--- config.mk ---
export PLATFORM = sky130hd
export DESIGN_NAME = lps_link_ctrl
export DESIGN_NICKNAME = d
export VERILOG_FILES = /design/src/rtl/lps_pkg.sv /design/src/rtl/lps_datapath.sv /design/src/rtl/lps_ctrl.sv /design/src/rtl/lps_link_ctrl.sv
export SDC_FILE = /design/constraint.sdc
export NUM_CORES = 1
export LEC_CHECK = 0
export CAP_MARGIN = 20
export CORE_UTILIZATION = 48
export CTS_BUF_LIST = sky130_fd_sc_hd__clkbuf_16
export CTS_CLUSTER_SIZE = 30
export DETAILED_ROUTE_END_ITERATION = 12
export MAX_ROUTING_LAYER = met4
export PLACE_DENSITY = 0.87
export SYNTH_ARGS = -nofsm -noshare
export SYNTH_HDL_FRONTEND = slang
export SYNTH_SLANG_ARGS = --single-unit
export TNS_END_PERCENT = 10
--- constraint.sdc ---
create_clock -name clk -period 2 [get_ports clk]
set_input_delay 0.4 -clock clk [delete_from_list [all_inputs] [get_ports clk]]
set_output_delay 0.4 -clock clk [all_outputs]
set_load 0.03 [all_outputs]
--- src/rtl/lps_pkg.sv ---
package lps_pkg;

  typedef enum logic [1:0] {
    IF_NORMAL   = 2'd0,
    IF_RESET    = 2'd1,
    IF_DISABLED = 2'd2,
    IF_INIT     = 2'd3
  } ifState_e;

  // Strobes from the control FSM to the datapath
  typedef struct packed {
    logic passThru;   // buses and request follow their sources
    logic clkEn;      // system clock output enabled
    logic initRun;    // initialisation counter running
  } ctrlStrobe_t;

endpackage

--- src/rtl/lps_datapath.sv ---
module lps_datapath
  import lps_pkg::*;
#(
  parameter int unsigned CLK_FREQ_HZ = 100_000_000,
  parameter int unsigned CTL_W       = 2,
  parameter int unsigned DATA_W      = 8,
  parameter int unsigned INIT_CYC    = 4
) (
  input  logic              clk,
  input  logic              rstN,
  input  logic              lpsIn,
  input  logic              lreqIn,
  input  logic [CTL_W-1:0]  ctlIn,
  input  logic [DATA_W-1:0] dataIn,
  input  ctrlStrobe_t       stb,
  output logic              overReset,
  output logic              overDisable,
  output logic              initLast,
  output logic [CTL_W-1:0]  ctlOut,
  output logic [DATA_W-1:0] dataOut,
  output logic              lreqOut,
  output logic              sysClkEn
);

  // Thresholds in clock cycles: 2.6 us and 26 us
  localparam longint unsigned RESET_CYC   = (longint'(CLK_FREQ_HZ) * 26) / 10_000_000;
  localparam longint unsigned DISABLE_CYC = (longint'(CLK_FREQ_HZ) * 26) / 1_000_000;
  localparam int unsigned CNT_W  = $clog2(DISABLE_CYC + 2);
  localparam int unsigned INIT_W = (INIT_CYC < 2) ? 1 : $clog2(INIT_CYC);
  localparam logic [CNT_W-1:0]  RESET_LIM   = CNT_W'(RESET_CYC);
  localparam logic [CNT_W-1:0]  DISABLE_LIM = CNT_W'(DISABLE_CYC);
  localparam logic [CNT_W-1:0]  CNT_SAT     = CNT_W'(DISABLE_CYC + 1);
  localparam logic [INIT_W-1:0] INIT_END    = INIT_W'(INIT_CYC - 1);

  logic [CNT_W-1:0]  lowCnt;
  logic [INIT_W-1:0] initCnt;

  // Consecutive-low counter, restarted by any high sample, saturating
  always_ff @(posedge clk or negedge rstN) begin
    if (!rstN) begin
      lowCnt <= '0;
    end else if (lpsIn) begin
      lowCnt <= '0;
    end else if (lowCnt != CNT_SAT) begin
      lowCnt <= lowCnt + 1'b1;
    end
  end

  assign overReset   = (lowCnt > RESET_LIM);
  assign overDisable = (lowCnt > DISABLE_LIM);

  // Initialisation phase length counter
  always_ff @(posedge clk or negedge rstN) begin
    if (!rstN) begin
      initCnt <= '0;
    end else if (!stb.initRun) begin
      initCnt <= '0;
    end else if (initCnt != INIT_END) begin
      initCnt <= initCnt + 1'b1;
    end
  end

  assign initLast = stb.initRun && (initCnt == INIT_END);

  // Output gating toward the link
  assign ctlOut   = stb.passThru ? ctlIn  : '0;
  assign dataOut  = stb.passThru ? dataIn : '0;
  assign lreqOut  = stb.passThru & lreqIn;
  assign sysClkEn = stb.clkEn;

  AST_OVER_NEEDS_LOW: assert property (@(posedge clk) disable iff (!rstN)
    overReset |-> !$past(lpsIn));

  AST_HIGH_RESTARTS: assert property (@(posedge clk) disable iff (!rstN)
    lpsIn |=> !overReset);

  AST_DISABLE_AFTER_RESET: assert property (@(posedge clk) disable iff (!rstN)
    overDisable |-> overReset && $past(overReset));

endmodule

--- src/rtl/lps_ctrl.sv ---
module lps_ctrl
  import lps_pkg::*;
(
  input  logic        clk,
  input  logic        rstN,
  input  logic        lpsIn,
  input  logic        overReset,
  input  logic        overDisable,
  input  logic        initLast,
  output ctrlStrobe_t stb,
  output ifState_e    state,
  output logic        initDone
);

  ifState_e stateNext;

  always_comb begin
    stateNext = state;
    unique case (state)
      IF_NORMAL:   if (overReset) stateNext = IF_RESET;
      IF_RESET: begin
        if (lpsIn)            stateNext = IF_INIT;
        else if (overDisable) stateNext = IF_DISABLED;
      end
      IF_DISABLED: if (lpsIn) stateNext = IF_INIT;
      IF_INIT:     if (initLast) stateNext = IF_NORMAL;
      default:     stateNext = IF_DISABLED;
    endcase
  end

  always_ff @(posedge clk or negedge rstN) begin
    if (!rstN) begin
      state    <= IF_DISABLED;
      initDone <= 1'b0;
    end else begin
      state    <= stateNext;
      initDone <= (state == IF_INIT) && initLast;
    end
  end

  always_comb begin
    stb.passThru = (state == IF_NORMAL);
    stb.clkEn    = (state != IF_DISABLED);
    stb.initRun  = (state == IF_INIT);
  end

  AST_ENTER_RESET: assert property (@(posedge clk) disable iff (!rstN)
    (state == IF_NORMAL) && overReset |=> state == IF_RESET);

  AST_ENTER_DISABLED: assert property (@(posedge clk) disable iff (!rstN)
    (state == IF_RESET) && !lpsIn && overDisable |=> state == IF_DISABLED);

  AST_WAKE_TO_INIT: assert property (@(posedge clk) disable iff (!rstN)
    ((state == IF_RESET) || (state == IF_DISABLED)) && lpsIn |=> state == IF_INIT);

  AST_DONE_AFTER_INIT: assert property (@(posedge clk) disable iff (!rstN)
    initDone |-> (state == IF_NORMAL) && ($past(state) == IF_INIT));

  AST_DONE_SINGLE: assert property (@(posedge clk) disable iff (!rstN)
    initDone |=> !initDone);

endmodule

--- src/rtl/lps_link_ctrl.sv ---
module lps_link_ctrl
  import lps_pkg::*;
#(
  parameter int unsigned CLK_FREQ_HZ = 100_000_000,
  parameter int unsigned CTL_W       = 2,
  parameter int unsigned DATA_W      = 8,
  parameter int unsigned INIT_CYC    = 4
) (
  input  logic              clk,
  input  logic              rstN,
  input  logic              lpsIn,
  input  logic              lreqIn,
  input  logic [CTL_W-1:0]  ctlIn,
  input  logic [DATA_W-1:0] dataIn,
  output logic [CTL_W-1:0]  ctlOut,
  output logic [DATA_W-1:0] dataOut,
  output logic              lreqOut,
  output logic              sysClkEn,
  output logic [1:0]        ifState,
  output logic              initDone
);

  ctrlStrobe_t stb;
  ifState_e    state;
  logic        overReset;
  logic        overDisable;
  logic        initLast;

  lps_ctrl uCtrl (
    .clk         (clk),
    .rstN        (rstN),
    .lpsIn       (lpsIn),
    .overReset   (overReset),
    .overDisable (overDisable),
    .initLast    (initLast),
    .stb         (stb),
    .state       (state),
    .initDone    (initDone)
  );

  lps_datapath #(
    .CLK_FREQ_HZ (CLK_FREQ_HZ),
    .CTL_W       (CTL_W),
    .DATA_W      (DATA_W),
    .INIT_CYC    (INIT_CYC)
  ) uData (
    .clk         (clk),
    .rstN        (rstN),
    .lpsIn       (lpsIn),
    .lreqIn      (lreqIn),
    .ctlIn       (ctlIn),
    .dataIn      (dataIn),
    .stb         (stb),
    .overReset   (overReset),
    .overDisable (overDisable),
    .initLast    (initLast),
    .ctlOut      (ctlOut),
    .dataOut     (dataOut),
    .lreqOut     (lreqOut),
    .sysClkEn    (sysClkEn)
  );

  assign ifState = state;

endmodule

==> results of run 1 <==
==> flip-flops by register name (all words and copies together), names as in the netlist <==
name and cells:
uCtrl.state 2, uData.initCnt 2, uData.lowCnt 12, uCtrl.initDone 1
==> cells by family (layout without fill, tap and decap cells) <==
| family | count (synthesis) | after routing | synth area share, % |
|---|---|---|---|
| flip-flops | 17 | 17 | 38.4 |
| AND/OR/NAND/NOR | 54 | 54 | 28.2 |
| AO/OA/AOI/OAI | 13 | 13 | 9.02 |
| adder cells (fa/ha/maj) | 9 | 9 | 10.1 |
| buffers and inverters | 8 | 41 | 2.71 |
| multiplexers | 3 | 3 | 2.82 |
| XOR/XNOR | 11 | 11 | 8.68 |
==> timing repair <==
item	CTS	global route
gates resized for setup	1	1
pin swaps	0	0
endpoints found under the setup margin	1	11
==> cells in the final DEF (no fill, tap or decap), types with 4 or more instances in the layout <==
cell type / count
inv_1: 5
xnor2_1: 4
nand2_1: 7
clkdlybuf4s50_1: 16
ha_1: 8
and2_1: 14
xor2_1: 7
nand3_1: 5
nor2_1: 14
dfrtp_1: 16
buf_4: 15
==> cell usage after synthesis (2+ instances only) <==
library cell / number
nor2_1: 14
a21oi_1: 3
nand3_1: 5
a21o_1: 2
and2_1: 14
inv_1: 5
dfrtp_1: 16
clkbuf_1: 3
and3_1: 2
xnor2_1: 4
nand2_1: 7
mux2i_1: 2
xor2_1: 7
nor2b_1: 3
ha_1: 9
==> per-stage QoR <==
step	hold slack, ns	instance area (sq um)
6_report	0.479	1500
5_1_grt	0.520	1500
4_1_cts	0.489	1500
3_5_place_dp	0.579	1420
3_3_place_gp	0.533	1420
2_1_floorplan	0.104	1110
==> power by group <==
group / leakage [nW] / internal, mW / total [mW] / switching, mW
Combinational: 0.410 / 0.348 / 0.794 / 0.446
Sequential: 0.228 / 0.397 / 0.439 / 0.0421
Clock: 0.0409 / 0.268 / 0.408 / 0.140
Total: 0.679 / 1.01 / 1.64 / 0.628
==> worst max-delay path by stage <==
stage,end,start,cells after the start
finish,ifState[1],uCtrl.state[1]$_DFFE_PN1P_,1
global route,uCtrl.state[1]$_DFFE_PN1P_,uCtrl.state[1]$_DFFE_PN1P_,6
CTS,dataOut[5],uCtrl.state[1]$_DFFE_PN1P_,4
detailed placement,uCtrl.state[1]$_DFFE_PN1P_,uCtrl.state[1]$_DFFE_PN1P_,6
global placement,sysClkEn,uCtrl.state[1]$_DFFE_PN1P_,3
floorplan,uCtrl.state[1]$_DFFE_PN1P_,uCtrl.state[1]$_DFFE_PN1P_,6
==> final cells by class <==
class / instances / area, sq um / area share (%)
tap: 28 / 35.0 / 2.34
multi-input combinational: 90 / 656 / 43.8
inverter: 5 / 18.8 / 1.25
sequential: 17 / 427 / 28.5
timing repair buffer: 32 / 282 / 18.8
clock buffer: 3 / 75.1 / 5.01
clock inverter: 1 / 5.00 / 0.334
==> routing by layer <==
layer / vias up / share of wire, % / routed length [um] / GRT usage [%]
li1: 455 / - / - / -
met3: 4 / 6.7 / 170 / 5.25
met2: 44 / 51 / 1310 / 41.8
met4: 0 / 1.3 / 33 / 14.3
met1: 457 / 41 / 1040 / 24.1
met5: - / 0 / 0 / -
==> flow_summary_export.csv, run 1 <==
group,metric,value,unit
run_status,status,"finished, final reports clean",
die,ios,29,
cts,root_buffer,"clkbuf_16",
synth,syn_nets,138,
setup_path,critPathKind,"register to output pin",
drt,wl,2.55,mm
drt,viasPerCell,5.45,
synth,syn_area,1110,sq um
synth,ys_seq_elements,17,
global_route,grt_pass1_wl,4.26,mm
setup_path,crit_buf_inv,1,
synth,yosys.area.top_type_share,36.1,%
placement,placedCellCount,172,
drt,wl_per_cell,14.5,um
global_route,grt_use_total,24.0,%
synth,synth-async-reset-ratio,100,%
final_layout,area_delta_synth_final,34.9,%
drt,drtIter0Drc,19,
cts,tritoncts,"done",
global_route,grt_pass1_vias,961,
setup_path,ff2ff_setup_slack,0.11,ns
cts,postCtsHoldBufs,0,
cts,cts_made_buffers,3,
synth,synth_cell_types,34,
timing,hold_violations,0,
global_route,grt_start_max_net_pins,18,
setup_path,cp-end-kind,"output pin",
timing,finalWorstSetupSlack,0.0976,ns
timing,finalCritPeriodShare,95.1,%
cts,clk_pin_slew,0.05,ns
placement,dp_worst_setup_slack,0.125,ns
power,ir_drop,1.05,mV
synth,yosys_warnings,0,
synth,ys_dominant_reg_cell,"dfrtp_1",
synth,yosysTopAreaCell,"dfrtp_1",
drt,num_vias,960,
setup_path,rr_startpoint,"uCtrl.state[1]$_DFFE_PN1P_",
timing,fmax,526,MHz
final_layout,final_core_util,68.4,%
placement,portBuffers,28,
timing,rsz0062_at_grt,"false",
power,power,1.64,mW
final_layout,fillers,174,
final_layout,drive_above_1_share,16.9,%
setup_path,cp.arrival,1.50,ns
synth,yosysSeqAreaShare,38.4,%
final_layout,antenna_cells,0,
die,die_w,50.1,um
setup_path,cp_max_fo,6,
setup_path,slowest_stage,"clkdlybuf4s50_1",
die,die_h,50.1,um
cts,cts_setup_buffers,0,
setup_path,crit_chain,"clkdlybuf4s50_1",
drt,final_antenna_net_count,0,
min_path,hold_path.class,"input port to asynchronous set/reset pin",
setup_path,cp.required,1.60,ns
cts,clk_latency,0.25,ns
timing,tightest_slew,0.369,ns
placement,hpwl,1.87,mm
global_route,gr-total-overflow,0,
timing,finalClockSkew,0.00290,ns
cts,clockBufferDepth,2,
cts,cts.htree.levels,1,
setup_path,critical_path.startpoint_type,"register",
final_layout,instances_no_fill,176,
setup_path,r2r_end,"uCtrl.state[1]$_DFFE_PN1P_",
synth,synth_edf_count,0,
timing,slew_viol_final,0,
timing,setup_tns,0,ns
synth,syn-instance-count,115,
timing,period_needed,1.90,ns
die,die-area,2510,sq um
die,initial_core_util,50.7,%
synth,synth_area_leaders,"dfrtp_1 36%, ha_1 10%, and2_1 7.9%",
setup_path,worst_r2r_path_depth,6,
final_layout,fin_nets,172,
timing,setup-violations-final,0,
die,coreArea,2190,sq um
die,rows,17,
flow_run,cap_violations,0,
timing,slew_headroom,75.2,%
placement,gp_congestion,0.851,
setup_path,crit_family,"buffers and inverters",
cts,cts.sinks,17,
synth,syn_avg_cell_area,9.65,sq um
power,power_density,1100,nW/um^2
setup_path,cpPeakStageDelay,0.68,ns
global_route,antenna_found_initial,0,
drt,route.detailed.drc,0,
power,leakage,0.679,nW
drt,dr.pass1.iters,4,
Power figures use the tool's default switching activity.
==> run 2: changes to the inputs <==
==> constraint.sdc (replaced) <==
create_clock -name clk -period 1.78 [get_ports clk]
set_input_delay 0.356 -clock clk [delete_from_list [all_inputs] [get_ports clk]]
set_output_delay 0.356 -clock clk [all_outputs]
set_load 0.03 [all_outputs]
==> run 2 against run 1 <==
Against the previous run: sequential cell count stayed put; clock skew is 0.0013 ns higher; register-to-register slack worse by 0.07 ns; via count is 5.0% higher; utilization is 7.0 points higher; non-clock buffer count is 7 higher; die area stayed put; critical path type unchanged; clock power is 9.1% higher; clock-buffer cell count stayed put; largest power group unchanged; first-iteration DRC count is 21% higher; combinational power is 32% higher.
==> flow_summary_export.csv, run 2 (same netlist as run 1, synthesis figures left out) <==
group,metric,value,unit
drt,wl,3.04,mm
setup_path,slowest_stage,"clkdlybuf4s50_1",
final_layout,drive_above_1_share,30.3,%
timing,finalCritPeriodShare,98.1,%
die,die_w,50.1,um
setup_path,worst_r2r_path_depth,6,
run_status,status,"finished, final reports clean",
final_layout,layout_common_cells,"16 x dfrtp_1, 15 x clkdlybuf4s50_1, 14 x nor2_1, 13 x buf_4, 10 x buf_6",
final_layout,instances_no_fill,183,
power,ir_drop,1.05,mV
setup_path,cpPeakStageDelay,0.71,ns
final_layout,fin_nets,179,
die,die_h,50.1,um
drt,dr.pass1.iters,4,
power,power_switching,0.754,mW
cts,tritoncts,"done",
global_route,grt_pass1_vias,1048,
cts,root_buffer,"clkbuf_16",
drt,final_antenna_net_count,0,
setup_path,critical_path.startpoint_type,"register",
drt,viasPerCell,5.51,
placement,dp_worst_setup_slack,-0.0289,ns
final_layout,largest_reg_flops,12,
final_layout,final_core_util,75.3,%
final_layout,top_regs,"uData.lowCnt (12), uCtrl.state (2), uData.initCnt (2)",
timing,hold_violations,0,
timing,finalWorstSetupSlack,0.0340,ns
setup_path,cp.required,1.42,ns
timing,tightest_slew,0.490,ns
cts,clk_latency,0.25,ns
power,power.internal,1.24,mW
global_route,gr-total-overflow,0,
die,die-area,2510,sq um
power,power_density,1210,nW/um^2
timing,period_needed,1.75,ns
setup_path,crit_chain,"clkdlybuf4s50_1",
timing,slew_viol_final,0,
placement,gp_congestion,0.843,
setup_path,crit_family,"buffers and inverters",
final_layout,final_area,1650,sq um
final_layout,antenna_cells,0,
setup_path,crit_buf_inv,1,
drt,wl_per_cell,16.6,um
placement,placedCellCount,179,
global_route,grt_pass1_wl,4.87,mm
timing,finalClockSkew,0.00419,ns
global_route,antenna_found_initial,0,
cts,clockBufferDepth,2,
setup_path,critPathKind,"register to output pin",
placement,place_area,1470,sq um
timing,slew_headroom,67.2,%
cts,cts_made_buffers,3,
global_route,grt_start_max_net_pins,14,
min_path,hold_path.class,"input port to asynchronous set/reset pin",
placement,portBuffers,28,
flow_run,cap_violations,0,
cts,cts.sinks,17,
cts,cts.htree.levels,1,
drt,num_vias,1008,
global_route,grt_use_total,27.1,%
timing,setup-violations-final,0,
die,coreArea,2190,sq um
power,leakage,0.757,nW
power,p_clk_share,22.3,%
placement,hpwl,1.96,mm
drt,drtIter0Drc,23,
timing,rsz0062_at_grt,"true",
power,p_comb_share,52.7,%
timing,hold_ws,0.442,ns
setup_path,cp-end-kind,"output pin",
final_layout,regMostFlops,"uData.lowCnt",
die,ios,29,
timing,fmax,573,MHz
timing,setup_tns,0,ns
setup_path,cp_max_fo,5,
final_layout,final_common_cell,"dfrtp_1",
die,rows,17,
die,initial_core_util,50.7,%
drt,route.detailed.drc,0,
cts,clk_pin_slew,0.05,ns
power,p_sw_share,37.8,%
power,power,1.99,mW
final_layout,area_delta_synth_final,48.7,%
power,seqPwrFrac,25.0,%
setup_path,cp.arrival,1.39,ns
setup_path,crit_cells,1,
run 2: cell types whose count changed in the layout (fill, tap and decap cells not counted), sizes merged:
cell / before / now
inv: 5 / 6
clkdlybuf4s50: 16 / 15
buf: 15 / 23
clkinv: 1 / 0
run 2: final cells by class:
cell class | count | area (sq um)
inverter | 5 | 21.3
tap | 28 | 35.0
sequential | 17 | 427
fill | 147 | 541
timing repair buffer | 39 | 369
clock inverter | 1 | 3.75
clock buffer | 3 | 75.1
multi-input combinational | 90 | 719
run 2: path summary, 6_finish.rpt:
check / from / to / slack [ns]
min in group clk: uData.initCnt[1]$_DFFE_PN0P_ / uData.initCnt[1]$_DFFE_PN0P_ / 0.60
worst max register to register: uCtrl.state[1]$_DFFE_PN1P_ / uCtrl.state[1]$_DFFE_PN1P_ / 0.04
max in group asynchronous: rstN / uData.lowCnt[5]$_DFFE_PN0P_ / 0.84
worst max-delay path: uCtrl.state[0]$_DFFE_PN0P_ / ifState[0] / 0.03
worst min register to register: uData.initCnt[1]$_DFFE_PN0P_ / uData.initCnt[1]$_DFFE_PN0P_ / 0.60
worst min-delay path: rstN / uCtrl.state[0]$_DFFE_PN0P_ / 0.44
run 2: timing repair:
action	CTS	global route
hold buffers	0	0
resized for setup	20	8
endpoints found under the hold margin	0	0
setup endpoints to repair	13	13
pin swaps	1	2
setup buffers	1	0
run 2: power by group through the flow:
stage	registers, mW	logic (mW)	clock network, mW
6_report	0.499	1.05	0.445
5_1_grt	0.502	1.13	0.464
4_1_cts	0.489	1.01	0.445
3_5_place_dp	0.506	0.885	0
3_3_place_gp	0.501	0.856	0
2_1_floorplan	0.549	0.538	0
run 2: layer usage:
layer	global-route usage, %	vias up	wire [um]
met1	26.7	482	1150
li1	-	473	-
met5	-	-	0
met2	50.0	45	1610
met3	5.56	8	226
met4	12.4	0	54
==> run 3: changes to the inputs <==
--- a/config.mk
+++ b/config.mk
@@ -10,6 +10,7 @@
 export CTS_BUF_LIST = sky130_fd_sc_hd__clkbuf_16
 export CTS_CLUSTER_SIZE = 30
 export DETAILED_ROUTE_END_ITERATION = 12
+export GPL_TIMING_DRIVEN = 0
 export MAX_ROUTING_LAYER = met4
 export PLACE_DENSITY = 0.87
 export SYNTH_ARGS = -nofsm -noshare
==> run 3 against run 2 <==
Against the previous run: the run now ends with setup timing left; clock power up 2%; clock-buffer cell count unchanged; critical path depth is 4 higher; cell count fell by 3.3%; total power rose by 4.6%; first-iteration DRC count fell by 57%; sequential share of layout area rose by 0.38 points.
==> flow_summary_export.csv, run 3 (same netlist as run 1, synthesis figures left out) <==
group,metric,value,unit
run_status,status,"complete, but fails checks",
run_status,violations,"setup timing",
setup_path,cp.required,1.95,ns
drt,drtIter0Drc,10,
timing,finalWorstSetupSlack,-0.0766,ns
timing,setup_tns,-0.259,ns
drt,wl,2.74,mm
setup_path,cp_max_fo,4,
die,die_h,50.1,um
final_layout,regArea,427,sq um
power,power_density,1280,nW/um^2
power,leakage,0.722,nW
setup_path,rr_startpoint,"uData.lowCnt[4]$_DFFE_PN0P_",
drt,wl_per_cell,15.5,um
timing,finalCritPeriodShare,104,%
die,initial_core_util,50.7,%
final_layout,instances_no_fill,177,
setup_path,slowest_stage,"or3_4",
setup_path,cp.arrival,2.03,ns
timing,setup-violations-final,12,
setup_path,cpPeakStageDelay,0.43,ns
drt,final_antenna_net_count,0,
timing,tightest_slew,0.764,ns
min_path,hold_path_end,"uData.lowCnt[1]$_DFFE_PN0P_",
cts,clk_latency,0.25,ns
power,seqPwrFrac,24.3,%
power,p_comb_share,53.9,%
global_route,grt_pass1_vias,939,
die,ios,29,
final_layout,antenna_cells,0,
die,rows,17,
placement,placedCellCount,170,
cts,root_buffer,"clkbuf_16",
die,die-area,2510,sq um
power,power,2.09,mW
power,ir_drop,1.12,mV
setup_path,r2r_end,"uCtrl.state[1]$_DFFE_PN1P_",
drt,dr.pass1.iters,4,
timing,slew_headroom,48.9,%
flow_run,cap_violations,0,
final_layout,final_core_util,74.2,%
final_layout,regMostFlops,"uData.lowCnt",
cts,cts.sinks,17,
drt,route.detailed.drc,0,
setup_path,crit_chain,"or3_4 > o41ai_2 > a21oi_2 > o21ai_2 > mux2_1",
die,coreArea,2190,sq um
final_layout,final_common_cell,"dfrtp_1",
cts,cts_made_buffers,3,
setup_path,critPathKind,"register to register",
setup_path,ff2ff_setup_slack,-0.08,ns
cts,clk_pin_slew,0.05,ns
global_route,grt_busiest_layer,"met2",
final_layout,multi_input_area,723,sq um
final_layout,top_regs,"uData.lowCnt (12), uCtrl.state (2), uData.initCnt (2)",
setup_path,critical_path.startpoint_type,"register",
timing,fmax,539,MHz
final_layout,drive_above_1_share,28.9,%
global_route,grt_pass1_wl,4.25,mm
global_route,antenna_found_initial,0,
drt,viasPerCell,5.49,
final_layout,fin_nets,173,
drt,num_vias,971,
timing,finalClockSkew,0.00303,ns
min_path,hp-start,"lpsIn",
global_route,gr-total-overflow,0,
power,power_switching,0.771,mW
placement,gp_congestion,0.727,
cts,tritoncts,"done",
global_route,met1_usage,24.7,%
timing,period_needed,1.86,ns
die,die_w,50.1,um
cts,cts.htree.levels,1,
timing,rsz0062_at_grt,"true",
timing,hold_violations,0,
power,p_clk_share,21.8,%
power,power.internal,1.31,mW
placement,portBuffers,27,
global_route,grtUsageMet2,42.2,%
power,p_sw_share,37.0,%
timing,hold_ws,0.483,ns
min_path,hold_path.class,"input port to register",
final_layout,layout_common_cells,"16 x dfrtp_1, 14 x nor2_1, 14 x clkdlybuf4s50_1, 11 x and2_4, 10 x buf_6",
cts,postCtsHoldBufs,0,
timing,slew_viol_final,0,
final_layout,area_delta_synth_final,46.6,%
setup_path,worst_r2r_path_depth,5,
placement,dp_worst_setup_slack,-0.544,ns
final_layout,fillers,150,
cts,clockBufferDepth,2,
global_route,use_met3,4.94,%
global_route,grt_start_max_net_pins,18,
final_layout,largest_reg_flops,12,
min_path,hold_depth,2,
final_layout,final_area,1630,sq um
placement,hpwl,1.80,mm
placement,place_area,1420,sq um
setup_path,cp-end-kind,"register",
global_route,grt_use_total,23.6,%
## run 3: timing repair
item / in CTS / in global routing
gates cloned: 0 / 1
pin swaps: 6 / 2
resized for setup: 92 / 8
endpoints found under the setup margin: 14 / 14
buffers inserted: 2 / 0
## run 3: per-layer routing
| layer | vias up | routed length [um] |
|---|---|---|
| li1 | 458 | - |
| met1 | 464 | 1050 |
| met2 | 45 | 1470 |
| met3 | 4 | 177 |
| met4 | 0 | 38 |
| met5 | - | 0 |
## run 3: layout make-up
class	instances	area share [%]
inverter	5	1.31
buffer	3	1.38
tap	28	2.15
timing repair buffer	30	19.5
sequential	17	26.2
clock buffer	3	4.62
multi-input combinational	90	44.5
clock inverter	1	0.308
## run 3: worst max path at each step
stage,start,endpoint,slack (ns)
finish,uData.lowCnt[4]$_DFFE_PN0P_,uCtrl.state[1]$_DFFE_PN1P_,-0.08
floorplan,uCtrl.state[1]$_DFFE_PN1P_,uCtrl.state[1]$_DFFE_PN1P_,0.005
detailed placement,uCtrl.state[0]$_DFFE_PN0P_,dataOut[5],-0.54
CTS,uData.lowCnt[4]$_DFFE_PN0P_,uCtrl.state[1]$_DFFE_PN1P_,-0.09
global route,uData.lowCnt[4]$_DFFE_PN0P_,uCtrl.state[1]$_DFFE_PN1P_,-0.13
global placement,uCtrl.state[0]$_DFFE_PN0P_,dataOut[5],-0.42
## run 3: worst max-delay path, delay by kind of cell (launching register included)
| family | cells | cell delay, ns |
|---|---|---|
| multiplexers | 1 | 0.33 |
| flip-flops | 1 | 0.42 |
| AO/OA/AOI/OAI | 3 | 0.61 |
| AND/OR/NAND/NOR | 1 | 0.43 |
## run 3: power by group through the flow
stage                     sequential (mW)  combinational [mW]  clock, mW
final                               0.506                1.12      0.455
after global routing                0.511                1.22      0.472
after CTS                           0.500                1.04      0.461
after detailed placement            0.512               0.894          0
after global placement              0.506               0.854          0
after floorplan                     0.549               0.538          0
